**src/rtl/usb_addr_ctl.sv**
```systemverilog
module usb_addr_ctl #(
  parameter int AW = 7,
  parameter logic [7:0] CMD_ADDR_WR = 8'hB6,
  parameter logic [7:0] CMD_ADDR_RD = 8'hB7
) (
  input  logic          clk,
  input  logic          rst_n,
  input  logic          cmd_stb,
  input  logic [7:0]    cmd_code,
  input  logic          dat_wr_stb,
  input  logic [AW:0]   dat_wr,
  input  logic          dat_rd_stb,
  output logic [AW:0]   rd_data,
  output logic          rd_ack,
  output logic          pass_stb,
  output logic          pass_wr,
  output logic [3:0]    pass_ep,
  input  logic          bus_rst,
  input  logic          in_ack,
  input  logic [3:0]    in_ack_ep,
  input  logic          in_ack_zlp,
  input  logic [AW-1:0] tok_addr,
  output logic          tok_match,
  output logic [AW-1:0] dev_addr,
  output logic          dev_en,
  output logic          addr_pending
);
  localparam int RW = AW + 1;

  typedef enum logic [1:0] {SEL_IDLE, SEL_WR, SEL_RD} sel_t;

  sel_t          sel;
  logic [RW-1:0] addr_reg;
  logic          wr_hit;
  logic          apply;

  assign wr_hit   = dat_wr_stb && (sel == SEL_WR);
  assign rd_ack   = dat_rd_stb && (sel == SEL_RD);
  assign rd_data  = rd_ack ? addr_reg : '0;
  assign apply    = addr_pending && in_ack && (in_ack_ep == 4'd0) && in_ack_zlp;

  assign pass_stb = cmd_stb && (cmd_code[7:5] == 3'b001);
  assign pass_wr  = ~cmd_code[4];
  assign pass_ep  = cmd_code[3:0];

  assign tok_match = dev_en && (tok_addr == dev_addr);

  always_ff @(posedge clk or negedge rst_n) begin
    if (!rst_n) begin
      sel <= SEL_IDLE;
    end else if (cmd_stb) begin
      if (cmd_code == CMD_ADDR_WR)      sel <= SEL_WR;
      else if (cmd_code == CMD_ADDR_RD) sel <= SEL_RD;
      else                              sel <= SEL_IDLE;
    end else if (wr_hit || rd_ack) begin
      sel <= SEL_IDLE;
    end
  end

  always_ff @(posedge clk or negedge rst_n) begin
    if (!rst_n) begin
      addr_reg     <= '0;
      addr_pending <= 1'b0;
      dev_addr     <= '0;
      dev_en       <= 1'b0;
    end else begin
      if (wr_hit) addr_reg <= dat_wr;

      if (wr_hit)                 addr_pending <= 1'b1;
      else if (bus_rst || apply)  addr_pending <= 1'b0;

      if (bus_rst)    dev_addr <= '0;
      else if (apply) dev_addr <= addr_reg[AW-1:0];

      if (bus_rst)     dev_en <= 1'b1;
      else if (wr_hit) dev_en <= dat_wr[AW];
    end
  end
endmodule

```
**config.mk**
```make
export PLATFORM = sky130hd
export DESIGN_NAME = usb_addr_ctl
export DESIGN_NICKNAME = d
export VERILOG_FILES = /design/src/rtl/usb_addr_ctl.sv
export SDC_FILE = /design/constraint.sdc
export NUM_CORES = 1
export LEC_CHECK = 0
export ABC_AREA = 1
export CORE_MARGIN = 1.5
export CORE_UTILIZATION = 41
export CTS_CLUSTER_SIZE = 12
export DETAILED_ROUTE_END_ITERATION = 8
export GPL_TIMING_DRIVEN = 0
export PLACE_DENSITY_LB_ADDON = 0.12
export SLEW_MARGIN = 15
export SYNTH_ARGS = -nofsm -noshare
export SYNTH_HDL_FRONTEND = slang
export SYNTH_SLANG_ARGS = --single-unit
```
**constraint.sdc**
```tcl
create_clock -name clk -period 2.82 [get_ports clk]
set_input_delay 0.564 -clock clk [delete_from_list [all_inputs] [get_ports clk]]
set_output_delay 0.564 -clock clk [all_outputs]
set_load 0.05 [all_outputs]
```
======== Word-level counts from Yosys, hierarchy flattened ========
Index checks and enable logic that the tools add are counted.
cells by class
  reduce and logical (&&, ||, !) cells .... 14
  mux-type cells .......................... 11
  equal/unequal tests ..................... 6
  bitwise logic cells ..................... 1
operators with widths
  cell                                                             number
  8-bit == test, second input constant                             2
  7-bit 2-to-1 mux                                                 2
  2-bit 2-to-1 mux                                                 4
  8-bit 2-to-1 mux                                                 1
  2-bit nonzero test                                               4
  7-bit == test                                                    1
  1-bit logical AND                                                7
  4-bit logical NOT                                                1
  1-bit 2-to-1 mux                                                 4
  3-bit by 1-bit == test with 1-bit output, second input constant  1
  2-bit by 1-bit == test with 1-bit output, second input constant  1
  2-bit == test, second input constant                             1
  1-bit logical OR                                                 2
  1-bit inverter                                                   1
storage, ports and cells
  input bits .............................. 35
  output and inout bits ................... 25
  bits in registers ....................... 19

======== Logic depth before layout (Yosys ltp) ========
  depth in word-level cells ............... 6
  gate-level depth with buffers ........... 6
  depth with buffers taken out ............ 6

======== Worst setup path after synthesis ========
Ideal clock, no wire load.
  path kind ............................... register to output
  start point ............................. register dev_addr[4]
  end point ............................... output tok_match
  data required time ...................... 2256 ps
  stages on the path, launching flop included .. 7
  data arrival time ....................... 1617 ps
  setup slack ............................. 639 ps
  cell sequence ........................... dfrtp_1 -> inv_1 -> nand2_1 -> nand2_1 -> nor2_1 -> nand2_1 -> nor2_1
on the way
  word-level cells in the longest chain between the ends .. 2
RTL lines
  element                 RTL line  source
  start, declared         24        output logic [AW-1:0] dev_addr,
  start signal, assigned  73        else if (apply) dev_addr <= addr_reg[AW-1:0];
  7-bit == test           46        assign tok_match = dev_en && (tok_addr == dev_addr);
  1-bit logical AND       46
  end, declared           23        output logic tok_match,
Every way passes these cells.

======== Worst setup path after layout ========
  start point ............................. input dat_rd_stb
  end point ............................... output rd_ack
on the way
  word-level cells in the longest chain between the ends .. 1
RTL lines
  element            RTL line  source
  start, declared    12        input logic dat_rd_stb,
  1-bit logical AND  38        assign rd_ack = dat_rd_stb && (sel == SEL_RD);
  end, declared      14        output logic rd_ack,
Every way passes these cells.

==> flow_summary.ini <==
[timing]
worst_hold_slack_ns = 0.5215
min_period_ns = 2.698
fmax_mhz = 370.6
slew_headroom_pct = 45.12
tightest_slew_ns = 0.8207
finClkSkew_ns = 0.004803
final_max_slew_viol_count = 0
worst_slack_ns = 0.1219
grt_setup_unrepaired = false
setup_viol = 0
finalSetupTns_ns = 0
hold_viol = 0
period_share_pct = 95.68

[die]
die_h_um = 54.88
dieArea_mm2 = 0.003012
core_mm2 = 0.002522
rows = 18
die_width_um = 54.88
io_pins = 60
initial_utilization_pct = 43.75

[drt]
routed_wirelength_mm = 2.831
firstDrtPassIters = 4
wl_per_cell_um = 11.19
via_count = 1179
post_drt_via_cell_ratio = 4.660
drt-initial-drc-count = 25
drc = 0
ant_nets = 0

[yosys]
seq_area_frac_synth_pct = 43.08
syn_inst = 160
syn_nets = 195
yosys-top-cells-area = dfrtp_1 (43%), nand2_1 (16%), inv_1 (10%), nand3_1 (8.6%), nor2_1 (8.2%)
netlist_area_mm2 = 0.001104
synth_top_area_share_pct = 43.08
ys_types = 14
synth_top_cell_by_area = dfrtp_1
ys_ff_latch = 19
syn_avg_cell_area_um2 = 6.897
yosysWarnings = 0

[clocking]
clockRootBuffer = clkbuf_4
clk_path_buf_depth = 2
cts_num_sinks = 19
clkLatencyLatePin_ns = 0.29
clk_pin_slew_worst_paths_ns = 0.10
h-tree-depth = 1
cts_tree = done
cts_made_buffers = 3

[setup_path]
cp-start-kind = input pin
critPathLaunch = dat_rd_stb
reg2reg_from = sel[0]
critPathKind = in2out
timing.critical_path.slowest_cell_delay_ns = 0.81
crit_arrival_ns = 2.13
slowest_stage = clkdlybuf4s50_1
required_ns = 2.26
path_max_fanout = 10
cpMostUsedCell = clkdlybuf4s50_1
worst_setup_path_end_kind = output port
path_cells = clkdlybuf4s50_1 -> nand3_2 -> inv_1 -> clkdlybuf4s50_1
worst-r2r-setup-slack_ns = 1.75

[outcome]
outcome = completed

[job]
maxCapViolations = 0

[power]
powerDensity_mw_per_mm2 = 304.3
leakage_uw = 0.001061
peakVddDrop_mv = 0.2787

[cells_and_area]
largest_reg_flops = 8
fillers = 214
n_antenna_cell = 0
nets = 259
area_growth_pct = 61.45
final_util_pct = 70.63
drive_gt1_share_pct = 8.072

[global_routing]
overflow = 0
grt_usage_pct = 19.46
grt_pass1_vias = 1027
grt_pass1_wl_mm = 4.188
grt_max_degree = 20
antenna_found_initial = 0

[worst_hold_path]
hold_path.startpoint = addr_reg[0]
hold_class = reg2reg

[place]
globalplace.congestion = 0.7663
hpwl_mm = 2.291
place_ws_ns = 0.02200
port_buffers = 59
[synthesized netlist by cell type, drive strengths merged]
library cell and count:
dfrtp 19, nor2 26, nand3b 1, nand2 49, o21ai 9, buf 6
inv 30, nand3 20
[metal layers]
metal	GRT usage, %	vias up	share of wire [%]
met4	5.417	0	0.42
met2	36.71	36	52
met1	22.30	534	42
li1	-	607	-
met5	0	-	0
met3	3.005	2	5.8
[final cells by class]
class	count	area (µm²)	share of cell area, %
tap	30	37.54	2.107
inverter	30	112.6	6.320
clock buffer	3	22.52	1.264
multi-input combinational	105	469.2	26.33
sequential	19	475.5	26.69
clock inverter	1	5.005	0.2809
buffer	6	46.29	2.598
timing repair buffer	59	613.1	34.41
[critical path: cells and delay by family]
family                 cells  cell delay [ns]
and+or+nand+nor            1             0.19
buffers and inverters      3             1.38
[worst paths after layout]
kind	end	cells after the start
max in group asynchronous	addr_reg[5]	1
worst max register to register	addr_reg[7]	4
worst max-delay path	rd_ack	4
worst min register to register	dev_addr[0]	2
min in group asynchronous	addr_reg[2]	1
worst min-delay path	dev_addr[0]	2
[cells in the final DEF, fill, tap and decap left out]
cell type,Yosys,routed
clkdlybuf4s50_1,0,50
nand2_1,46,46
inv_1,30,30
nor2_1,24,24
nand3_1,19,19
dfrtp_1,19,19
dlymetal6s2s_1,0,9
o21ai_0,7,7
buf_4,4,4
nand2_2,3,3
clkbuf_4,0,3
nor2_4,2,2
o21ai_2,2,2
nand3_2,1,1
nand3b_1,1,1
buf_2,1,1
buf_6,1,1
clkinv_2,0,1
[power breakdown]
part           total (µW)  switching [µW]  internal, µW
Sequential            289            5.37           283
Combinational         120            55.8          64.0
Clock                 134            81.0          52.6
[through the flow]
step | instances | area (µm²) | power (µW)
after global placement | 249 | 1732 | 410.3
after detailed placement | 249 | 1732 | 414.5
final | 253 | 1782 | 542.1
after CTS | 253 | 1759 | 544.4
after floorplan | 160 | 1104 | 341.7
after global routing | 253 | 1782 | 563.8
[kinds of logic after synthesis]
group | count (synthesis) | share of synthesized area [%]
AO/OA/AOI/OAI | 9 | 4.762
flip-flops | 19 | 43.08
buffers and inverters | 36 | 14.40
AND/OR/NAND/NOR | 96 | 37.76
[repair_timing]
| item | 4_1_cts | 5_1_grt |
|---|---|---|
| hold buffers | 0 | 0 |
| endpoints found under the setup margin | 0 | 9 |
| hold endpoints to repair | 0 | 0 |
| setup buffers | 0 | 0 |
| gates resized for setup | 0 | 9 |
Note: power is estimated with default switching activity, not from simulation.
